**src/rtl/aud_tx_pkg.sv**
```systemverilog
package aud_tx_pkg;

  localparam int unsigned SAMPLE_W_DEF = 20;
  localparam int unsigned SLOT_W_DEF   = 6;
  localparam int unsigned SYNC_DEPTH   = 2;

  // frame clock level that marks the left channel for the selected format
  function automatic logic left_level(input logic i2s);
    return i2s ? 1'b0 : 1'b1;
  endfunction

endpackage

```
**src/rtl/aud_tx_sync.sv**
```systemverilog
module aud_tx_sync #(
  parameter int unsigned STAGES = 2
) (
  input  logic clk,
  input  logic rst_n,
  input  logic d,
  output logic q
);

  logic [STAGES-1:0] chain_q;
  logic [STAGES-1:0] chain_d;

  always_comb begin
    chain_d[0] = d;
    for (int i = 1; i < STAGES; i++) chain_d[i] = chain_q[i-1];
  end

  generate
    for (genvar g = 0; g < STAGES; g++) begin : g_stage
      always_ff @(posedge clk or negedge rst_n) begin
        if (!rst_n) chain_q[g] <= 1'b0;
        else        chain_q[g] <= chain_d[g];
      end
    end
  endgenerate

  assign q = chain_q[STAGES-1];

endmodule

```
**src/rtl/aud_tx_slot.sv**
```systemverilog
module aud_tx_slot #(
  parameter int unsigned SLOT_W = 6,
  localparam int unsigned LEN_W = SLOT_W + 1
) (
  input  logic              clk,
  input  logic              rst_n,
  input  logic              bclk_s,
  input  logic              lrclk_s,
  input  logic              left_lvl,
  output logic              tick,
  output logic [SLOT_W-1:0] slot,
  output logic [LEN_W-1:0]  half_len,
  output logic              in_left,
  output logic              left_start
);

  localparam logic [SLOT_W-1:0] SLOT_MAX = '1;

  logic              bclk_q,  bclk_n;
  logic              lrp_q,   lrp_n;
  logic [SLOT_W-1:0] slot_q,  slot_n;
  logic [LEN_W-1:0]  len_q,   len_n;
  logic              tick_q,  tick_n;
  logic              left_q,  left_n;
  logic              lst_q,   lst_n;
  logic              fall;

  assign fall = bclk_q & ~bclk_s;

  always_comb begin
    bclk_n = bclk_s;
    lrp_n  = lrp_q;
    slot_n = slot_q;
    len_n  = len_q;
    left_n = left_q;
    tick_n = fall;
    lst_n  = 1'b0;
    if (fall) begin
      lrp_n = lrclk_s;
      if (lrclk_s != lrp_q) begin
        slot_n = '0;
        len_n  = {1'b0, slot_q} + LEN_W'(1);
        left_n = (lrclk_s == left_lvl);
        lst_n  = (lrclk_s == left_lvl);
      end else if (slot_q != SLOT_MAX) begin
        slot_n = slot_q + SLOT_W'(1);
      end
    end
  end

  always_ff @(posedge clk or negedge rst_n) begin
    if (!rst_n) begin
      bclk_q <= 1'b0;
      lrp_q  <= 1'b0;
      slot_q <= '0;
      len_q  <= '0;
      tick_q <= 1'b0;
      left_q <= 1'b0;
      lst_q  <= 1'b0;
    end else begin
      bclk_q <= bclk_n;
      lrp_q  <= lrp_n;
      slot_q <= slot_n;
      len_q  <= len_n;
      tick_q <= tick_n;
      left_q <= left_n;
      lst_q  <= lst_n;
    end
  end

  assign tick       = tick_q;
  assign slot       = slot_q;
  assign half_len   = len_q;
  assign in_left    = left_q;
  assign left_start = lst_q;

endmodule

```
**src/rtl/aud_tx_pair.sv**
```systemverilog
module aud_tx_pair #(
  parameter int unsigned W = 20
) (
  input  logic         clk,
  input  logic         rst_n,
  input  logic         hold_we,
  input  logic [W-1:0] hold_l,
  input  logic [W-1:0] hold_r,
  input  logic         take,
  output logic [W-1:0] word_l,
  output logic [W-1:0] word_r,
  output logic [W-1:0] cur_l,
  output logic [W-1:0] cur_r
);

  logic [W-1:0] hl_q, hl_n, hr_q, hr_n;
  logic [W-1:0] cl_q, cl_n, cr_q, cr_n;

  always_comb begin
    hl_n = hl_q;
    hr_n = hr_q;
    cl_n = cl_q;
    cr_n = cr_q;
    if (hold_we) begin
      hl_n = hold_l;
      hr_n = hold_r;
    end
    if (take) begin
      cl_n = hl_q;
      cr_n = hr_q;
    end
  end

  always_ff @(posedge clk or negedge rst_n) begin
    if (!rst_n) begin
      hl_q <= '0;
      hr_q <= '0;
      cl_q <= '0;
      cr_q <= '0;
    end else begin
      hl_q <= hl_n;
      hr_q <= hr_n;
      cl_q <= cl_n;
      cr_q <= cr_n;
    end
  end

  // the pair taken at a left start is already visible in that slot
  assign word_l = take ? hl_q : cl_q;
  assign word_r = take ? hr_q : cr_q;
  assign cur_l  = cl_q;
  assign cur_r  = cr_q;

endmodule

```
**src/rtl/aud_tx_bitsel.sv**
```systemverilog
module aud_tx_bitsel #(
  parameter int unsigned W      = 20,
  parameter int unsigned SLOT_W = 6,
  localparam int unsigned LEN_W = SLOT_W + 1
) (
  input  logic              clk,
  input  logic              rst_n,
  input  logic              tick,
  input  logic              fmt_i2s,
  input  logic [SLOT_W-1:0] slot,
  input  logic [LEN_W-1:0]  half_len,
  input  logic              in_left,
  input  logic [W-1:0]      word_l,
  input  logic [W-1:0]      word_r,
  output logic              sd
);

  logic [W-1:0]     word;
  logic [LEN_W-1:0] slot_x;
  logic [LEN_W-1:0] i2s_off;
  logic [LEN_W-1:0] rj_off;
  logic             i2s_bit, rj_bit;
  logic             sd_q, sd_n;

  assign word    = in_left ? word_l : word_r;
  assign slot_x  = {1'b0, slot};
  assign i2s_off = LEN_W'(W) - slot_x;
  assign rj_off  = half_len - slot_x - LEN_W'(1);

  always_comb begin
    i2s_bit = 1'b0;
    if (slot_x != '0 && slot_x <= LEN_W'(W)) begin
      for (int k = 0; k < W; k++) if (i2s_off == LEN_W'(k)) i2s_bit = word[k];
    end
  end

  always_comb begin
    rj_bit = 1'b0;
    if (slot_x < half_len) begin
      for (int k = 0; k < W; k++) if (rj_off == LEN_W'(k)) rj_bit = word[k];
    end
  end

  always_comb begin
    sd_n = sd_q;
    if (tick) sd_n = fmt_i2s ? i2s_bit : rj_bit;
  end

  always_ff @(posedge clk or negedge rst_n) begin
    if (!rst_n) sd_q <= 1'b0;
    else        sd_q <= sd_n;
  end

  assign sd = sd_q;

endmodule

```
**src/rtl/aud_ser_tx.sv**
```systemverilog
module aud_ser_tx
  import aud_tx_pkg::*;
#(
  parameter int unsigned W      = SAMPLE_W_DEF,
  parameter int unsigned SLOT_W = SLOT_W_DEF
) (
  input  logic         clk,
  input  logic         rst_n,
  input  logic         bclk,
  input  logic         lrclk,
  input  logic         fmt_i2s,
  input  logic         hold_we,
  input  logic [W-1:0] hold_left,
  input  logic [W-1:0] hold_right,
  output logic         sd_out
);

  localparam int unsigned LEN_W = SLOT_W + 1;

  logic [1:0]        rst_sync_q;
  logic              rst_i_n;
  logic              bclk_s, lrclk_s;
  logic              tick, in_left, left_start;
  logic [SLOT_W-1:0] slot;
  logic [LEN_W-1:0]  half_len;
  logic [W-1:0]      word_l, word_r, cur_l, cur_r;

  // asynchronous assertion, synchronous release
  always_ff @(posedge clk or negedge rst_n) begin
    if (!rst_n) rst_sync_q <= 2'b00;
    else        rst_sync_q <= {rst_sync_q[0], 1'b1};
  end
  assign rst_i_n = rst_sync_q[1];

  aud_tx_sync #(.STAGES(SYNC_DEPTH)) u_sync_bclk (
    .clk(clk), .rst_n(rst_i_n), .d(bclk), .q(bclk_s)
  );

  aud_tx_sync #(.STAGES(SYNC_DEPTH)) u_sync_lrclk (
    .clk(clk), .rst_n(rst_i_n), .d(lrclk), .q(lrclk_s)
  );

  aud_tx_slot #(.SLOT_W(SLOT_W)) u_slot (
    .clk(clk), .rst_n(rst_i_n), .bclk_s(bclk_s), .lrclk_s(lrclk_s),
    .left_lvl(left_level(fmt_i2s)), .tick(tick), .slot(slot),
    .half_len(half_len), .in_left(in_left), .left_start(left_start)
  );

  aud_tx_pair #(.W(W)) u_pair (
    .clk(clk), .rst_n(rst_i_n), .hold_we(hold_we), .hold_l(hold_left),
    .hold_r(hold_right), .take(tick & left_start), .word_l(word_l),
    .word_r(word_r), .cur_l(cur_l), .cur_r(cur_r)
  );

  aud_tx_bitsel #(.W(W), .SLOT_W(SLOT_W)) u_bitsel (
    .clk(clk), .rst_n(rst_i_n), .tick(tick), .fmt_i2s(fmt_i2s), .slot(slot),
    .half_len(half_len), .in_left(in_left), .word_l(word_l),
    .word_r(word_r), .sd(sd_out)
  );

endmodule

```
**config.mk**
```make
export PLATFORM = sky130hd
export DESIGN_NAME = aud_ser_tx
export DESIGN_NICKNAME = d
export VERILOG_FILES = /design/src/rtl/aud_tx_pkg.sv /design/src/rtl/aud_tx_sync.sv /design/src/rtl/aud_tx_slot.sv /design/src/rtl/aud_tx_pair.sv /design/src/rtl/aud_tx_bitsel.sv /design/src/rtl/aud_ser_tx.sv
export SDC_FILE = /design/constraint.sdc
export NUM_CORES = 1
export LEC_CHECK = 0
export BUFFER_PORTS_ARGS = -buffer_cell sky130_fd_sc_hd__buf_2
export CAP_MARGIN = 15
export CELL_PAD_IN_SITES_DETAIL_PLACEMENT = 2
export CELL_PAD_IN_SITES_GLOBAL_PLACEMENT = 2
export CORE_MARGIN = 2
export CORE_UTILIZATION = 44
export DETAILED_ROUTE_END_ITERATION = 6
export GPL_TIMING_DRIVEN = 0
export PLACE_DENSITY = 0.92
export SETUP_SLACK_MARGIN = 0.3
export SYNTH_ARGS = -nofsm -noshare
export SYNTH_HDL_FRONTEND = slang
export SYNTH_SLANG_ARGS = --single-unit
```
**constraint.sdc**
```tcl
create_clock -name clk -period 5.7 [get_ports clk]
set_clock_uncertainty 0.15 [all_clocks]
set_input_delay 0 -clock clk [delete_from_list [all_inputs] [get_ports clk]]
set_output_delay 0 -clock clk [all_outputs]
set_load 0.01 [all_outputs]
```
# Yosys cells after proc, flatten, opt, wreduce, memory -nomap -nowiden

Index checks and enable logic that the tools add are counted.

Register bits after elaboration: 105
Input bits: 46
Output and inout bits: 1
Word-level logic and storage cells: 126

Add/sub/neg operators: 5
$lt $le $gt $ge: 2
Eq/ne operators: 41
Multiplexer cells: 51
Bitwise operators: 3
Reductions and logical operators: 7

Operators by type and width:

| kind                                                 | count |
|---|---|
| equality test 7 x 4 -> 1 bit (second input constant) | 16 |
| 2-to-1 mux 20 bit                                    | 3 |
| equality test 7 x 3 -> 1 bit (second input constant) | 8 |
| equality test 7 x 5 -> 1 bit (second input constant) | 8 |
| 2-to-1 mux 1 bit                                     | 46 |
| equality test 7 x 2 -> 1 bit (second input constant) | 4 |
| equality test 7 x 1 -> 1 bit (second input constant) | 2 |
| zero test 7 bit                                      | 2 |
| 2-to-1 mux 6 bit                                     | 2 |
| adder 6 x 1 -> 7 bit (second input constant)         | 1 |
| < comparator 6 x 7 -> 1 bit                          | 1 |
| nonzero test 7 bit                                   | 1 |
| subtractor 5 x 6 -> 7 bit (first input constant)     | 1 |
| subtractor 7 x 1 -> 7 bit (second input constant)    | 1 |
| subtractor 7 x 6 -> 7 bit                            | 1 |
| adder 6 x 1 -> 6 bit (second input constant)         | 1 |
| <= comparator 6 x 5 -> 1 bit (second input constant) | 1 |
| != test 6 bit (second input constant)                | 1 |
| AND reduction 2 bit                                  | 2 |
| AND 1 bit                                            | 2 |
| nonzero test 2 bit                                   | 1 |
| equality test 1 bit                                  | 1 |
| logical AND 1 bit                                    | 1 |
| != test 1 bit                                        | 1 |
| inverter 1 bit                                       | 1 |

# Logic depth before layout (Yosys ltp)

Depth in word-level cells: 25
Depth in mapped cells: 12
Mapped depth without buffers: 11

# By module

From an unflattened synthesis, not the netlist that was laid out.

Cells, all modules: 440
Area, all modules: 5376.4 µm²

Modules (own cells, without submodules):

| module        | times used | cells each | area each (µm²) | seq. area each (µm²) |
|---|---|---|---|---|
| aud_tx_pair   | 1          | 168        | 2992.9          | 2001.9 |
| aud_tx_bitsel | 1          | 181        | 1366.3          | 25.0 |
| aud_tx_slot   | 1          | 82         | 853.3           | 450.4 |
| aud_tx_sync   | 2          | 2          | 50.0            | 50.0 |
| aud_ser_tx    | 1          | 5          | 63.8            | 50.0 |

# Worst setup path after synthesis

No wires, ideal clock.

Path kind: register -> register
Start: register u_slot.slot_q[3] (netlist: u_slot.slot[3])
End: register u_bitsel.sd_q (netlist: u_bitsel.sd)
Library setup time: 135 ps
Data arrival time: 2533 ps
Required time: 5415 ps
Setup slack: 2882 ps
Cell stages (with the launch flop): 13
Path buffers: 2
Clock period less this slack: 2818 ps
Cells stage by stage: dfrtp_1 buf_2 clkinv_1 ha_1 clkbuf_1 and3_1 a221o_1 a31o_2 a221oi_1 a21oi_1 and4_1 o21ai_1 o211ai_1

Cells in the longest elaborated chain, start to end: 25
Elaborated cells on any way between the ends: 90
Classes of those cells: add/sub (3); order compare (2); eq/ne (38); mux (43); reduce/logical (4)

RTL lines:

| element                         | line                | RTL |
|---|---|---|
| from (decl)                     | aud_tx_slot.sv:21   | `logic [SLOT_W-1:0] slot_q, slot_n;` |
| from (signal assigned)          | aud_tx_slot.sv:63   | `slot_q <= slot_n;` |
| subtractor 7 x 6 -> 7 bit       | aud_tx_bitsel.sv:28 | `assign rj_off = half_len - slot_x - LEN_W'(1);` |
| subtractor 7 x 1 -> 7 bit       | aud_tx_bitsel.sv:28 |  |
| zero test 7 bit                 | aud_tx_bitsel.sv:40 | `for (int k = 0; k < W; k++) if (rj_off == LEN_W'(k)) rj_bit = word[k];` |
| 2-to-1 mux 1 bit (20 in series) | aud_tx_bitsel.sv:40 |  |
| 2-to-1 mux 1 bit                | aud_tx_bitsel.sv:39 | `if (slot_x < half_len) begin` |
| 2-to-1 mux 1 bit (*)            | aud_tx_bitsel.sv:46 | `if (tick) sd_n = fmt_i2s ? i2s_bit : rj_bit;` |
| to (signal assigned)            | aud_tx_bitsel.sv:51 | `else sd_q <= sd_n;` |
| to (decl)                       | aud_tx_bitsel.sv:23 | `logic sd_q, sd_n;` |

Mark *: on every way between the ends. The rest lies on a longest branch, timed or not.
A chain may end at the register's enable or synchronous reset.

# Worst setup path after layout

Start: register u_slot.slot_q[0] (netlist: u_slot.slot[0])
End: register u_bitsel.sd_q (netlist: u_bitsel.sd)

The elaborated chain is that of the path after synthesis.

==> metrics.txt <==
global-route wire length before repair=approximately 38,000 um; WS Path Type=flip-flop to flip-flop; Max Cap Viol=0; Psw=roughly 1.3 mW; CP max FO=10; starting density of the core=0.449; CTS tree=yes; Via-to-Cell Ratio=between 6 and 7; layout cell share with drive strength beyond 1=0.287; final worst setup slack=1.64 ns; Hold Crit Class=primary input to flip-flop; register area share after synthesis=0.466; Clock Path Buffers=2; DRT iter0 DRCs=approximately 440; post-DP HPWL=13,300 um; CP Launch Type=flip-flop; largest incremental delay on the critical path=around 0.61 ns; overall routing resource usage=0.396; ANT cells=0; DRT antenna net count=0; setup TNS=0 ns; worst path cell trace=inv_1, ha_1, clkbuf_1, nand2b_1, or3_1, a211oi_1, nor2b_1, nand2_1, a2bb2oi_1, a21oi_1, o211ai_1; Min-Delay Startpoint=hold_we; Yosys cell types=54; Buffers on Ports=45; setup violators final=0; Max Freq=between 200 and 250 MHz; syn nets=532; critical path arrival=4.16 ns; Worst EP required=between 5 and 6 ns; die span in x=117 um; CP top delay family=simple AND/OR/NAND/NOR gates; final wirelength=roughly 26,000 um; Slew Limit Fails=0; routed vias=a little under 5,000; synthesized flop and latch total=about 110; GR Overflow Total=0; Layout fillers=roughly 1,200; Final Critical Period=4.06 ns; residual DRC count=0; H-tree depth=3; Synth area leader=dfrtp_1; sw frac=0.431; Slew headroom=0.414; PwrDens=roughly 430 nW/um^2; die area=~14,000 um^2; clk root buf=clkbuf_16; Async S/R FF share, synth=1.00; First-pass DRT Iterations=6; Critical Path Source=u_slot.slot[0]; Slew @ Worst Pin=around 0.88 ns; Post-Route Utilization=0.546; GR Util met3=0.0824; RePlAce Congestion=0.838; Worst VDD drop=~0.23 mV; Ys Warns=0; r2r startpoint=u_slot.slot[0]; fin crit share=0.711; Synth area leaders=dfrtp_1, mux2_2, mux4_1; area of the mapped netlist=between 5000 and 6000 um^2; Flop pwr share=0.354; io pins=47; mean post-synth cell area=12.1 um^2; worst slack, placed=2.18 ns; Fin. Hold Viols=0; GR Util met1=0.489; # Post-CTS Setup Buffers=0; part of the power in the clock network=0.228; clock sinks=~110; Lkg Pwr=between 3 and 4 nW; RSZ-0062 raised after global routing=no; Post-synth EDFFs=0; area grow syn2layout=21.7%; hold slack=around 0.13 ns; Critical-path top delay cell=dfrtp_1; pin count of the biggest net entering global routing=57; # rows=between 40 and 50; Skew-Pair Late Insertion Delay=0.38 ns; outcome=complete, no violations; GR Layer Usage met2=0.651; critical path buffer and inverter count=2; Mapped Cells=~470; area share of the largest cell type after synthesis=0.466; cts bufs inserted=9; Synth Flop Type=dfrtp_1; die height=approximately 120 um; combinational share of power=0.418; # nets final=634; Worst Setup End Kind=flip-flop; Internal=~1.7 mW; vias in the first global route=5,521; drt wl/cell=about 34 um; Clock transition at path regs=approximately 0.090 ns; Core Region=about 13,000 um^2; antenna violations before repair=0; Top Usage Layer GRT=met2
## Yosys cell counts, types with 2 or more instances
cell type / instances
mux4_1: 11
nor2b_1: 8
mux2_2: 83
and3_1: 5
nand2b_1: 3
inv_1: 14
o211ai_1: 4
o22ai_1: 2
nand4_1: 4
o311ai_0: 3
ha_1: 18
o21ai_0: 20
or4_1: 3
nand3_1: 9
a211oi_1: 4
a21o_1: 3
xnor2_1: 10
a221o_1: 2
nor4_1: 2
nor3_1: 11
buf_2: 4
buf_1: 6
mux4_2: 9
clkbuf_1: 11
a221oi_1: 2
a21oi_1: 23
a31o_2: 2
clkinv_1: 2
dfrtp_1: 105
xor2_1: 6
nand2_1: 32
or3_1: 3
nor2_1: 19
a41oi_1: 3
a2bb2oi_1: 2
## stage by stage
step / cell area, um^2 / std cells / power [mW]
3_3_place_gp: 6080 / 684 / 1.90
4_1_cts: 6860 / 746 / 2.77
3_5_place_dp: 6110 / 685 / 2.04
2_1_floorplan: 5640 / 467 / 1.68
6_report: 6860 / 746 / 2.93
5_1_grt: 6860 / 746 / 3.00
## repair_timing
| action | 4_1_cts | 5_1_grt |
|---|---|---|
| resized for setup | 0 | 0 |
| hold buffers | 45 | 0 |
| hold endpoints to repair | 45 | 0 |
## state kept, by name, indices dropped and copies added (netlist names), 2 cells and up
signal           flops
u_pair.cur_l        20
u_pair.cur_r        20
u_pair.hl_q         20
u_pair.hr_q         20
u_slot.half_len      7
u_slot.slot          6
rst_sync_q           2
## per-layer routing
layer,up-vias,share of wire
met1,2503,0.38
met3,118,0.073
met4,0,0.062
met5,-,0
met2,335,0.49
li1,1922,-
## power by group through the flow
stage                     Sequential [mW]  Combinational [mW]  Clock (mW)
after floorplan                     0.960               0.721           0
after global placement              0.985               0.910           0
after detailed placement             1.01                1.03           0
after CTS                            1.01                1.11       0.650
after global routing                 1.04                1.27       0.690
final                                1.04                1.22       0.669
## layout by cell type, fill, tap and decap left out, drive strengths merged, types with 2 or more instances in the layout
cell type    netlist  final
inv               14     16
a21oi             23     23
or4                3      3
nor4               2      2
clkinv             2      5
xor2               6      6
o22ai              2      2
nand4              4      4
nand2             33     33
dlygate4sd3        0     45
a2bb2oi            2      2
ha                18     18
a211oi             4      4
clkbuf            11     22
dfrtp            105    105
a221o              2      2
xnor2             10     10
o211ai             4      4
mux2              83     83
nand2b             3      3
o21ai             21     21
a221oi             2      2
o311ai             3      3
a21o               3      3
nor2b              8      8
a41oi              3      3
buf               13     59
mux4              20     20
and3               5      5
a31o               2      2
nor2              19     19
nand3              9      9
or3                3      3
nor3              11     11
## kinds of logic after synthesis
logic type	count (synthesis)	share of synthesized area
other	1	0.000665
AND/OR/NAND/NOR	103	0.0898
adder cells (fa/ha/maj)	19	0.0435
flip-flops	105	0.466
buffers and inverters	40	0.0315
AO/OA/AOI/OAI	79	0.0894
multiplexers	104	0.255
XOR/XNOR	16	0.0248
## worst paths after layout
check                      slack, ns  cells past startpoint               end
hold reg to reg                 0.21                      0    u_sync_lrclk.q
setup reg to reg                1.64                     11       u_bitsel.sd
hold / removal                  0.13                      2    u_pair.hl_q[8]
setup / recovery                1.64                     11       u_bitsel.sd
min in group asynchronous       0.24                      0   u_pair.cur_r[4]
max in group asynchronous       4.42                      1  u_pair.cur_r[17]
## worst register-to-register path: cells and delay by family (launching register included)
family,cells,cell delay (ns)
adders and majority gates,1,0.29
and+or+nand+nor,4,1.24
AOI/OAI and AO/OA,4,1.12
buffers and inverters,2,0.55
DFF,1,0.61
## cell type report
cell class / count / area, um^2 / share of cell area
repair buffers: 91 / 703 / 0.102
plain buffers: 24 / 118 / 0.0171
well taps: 172 / 215 / 0.0314
flip-flops and latches: 105 / 2630 / 0.383
inverters: 16 / 60.1 / 0.00875
multi-input cells: 322 / 2840 / 0.413
clock inverters: 5 / 47.5 / 0.00693
clock buffers: 11 / 253 / 0.0368
No activity file was read; power rests on OpenSTA's default activity.
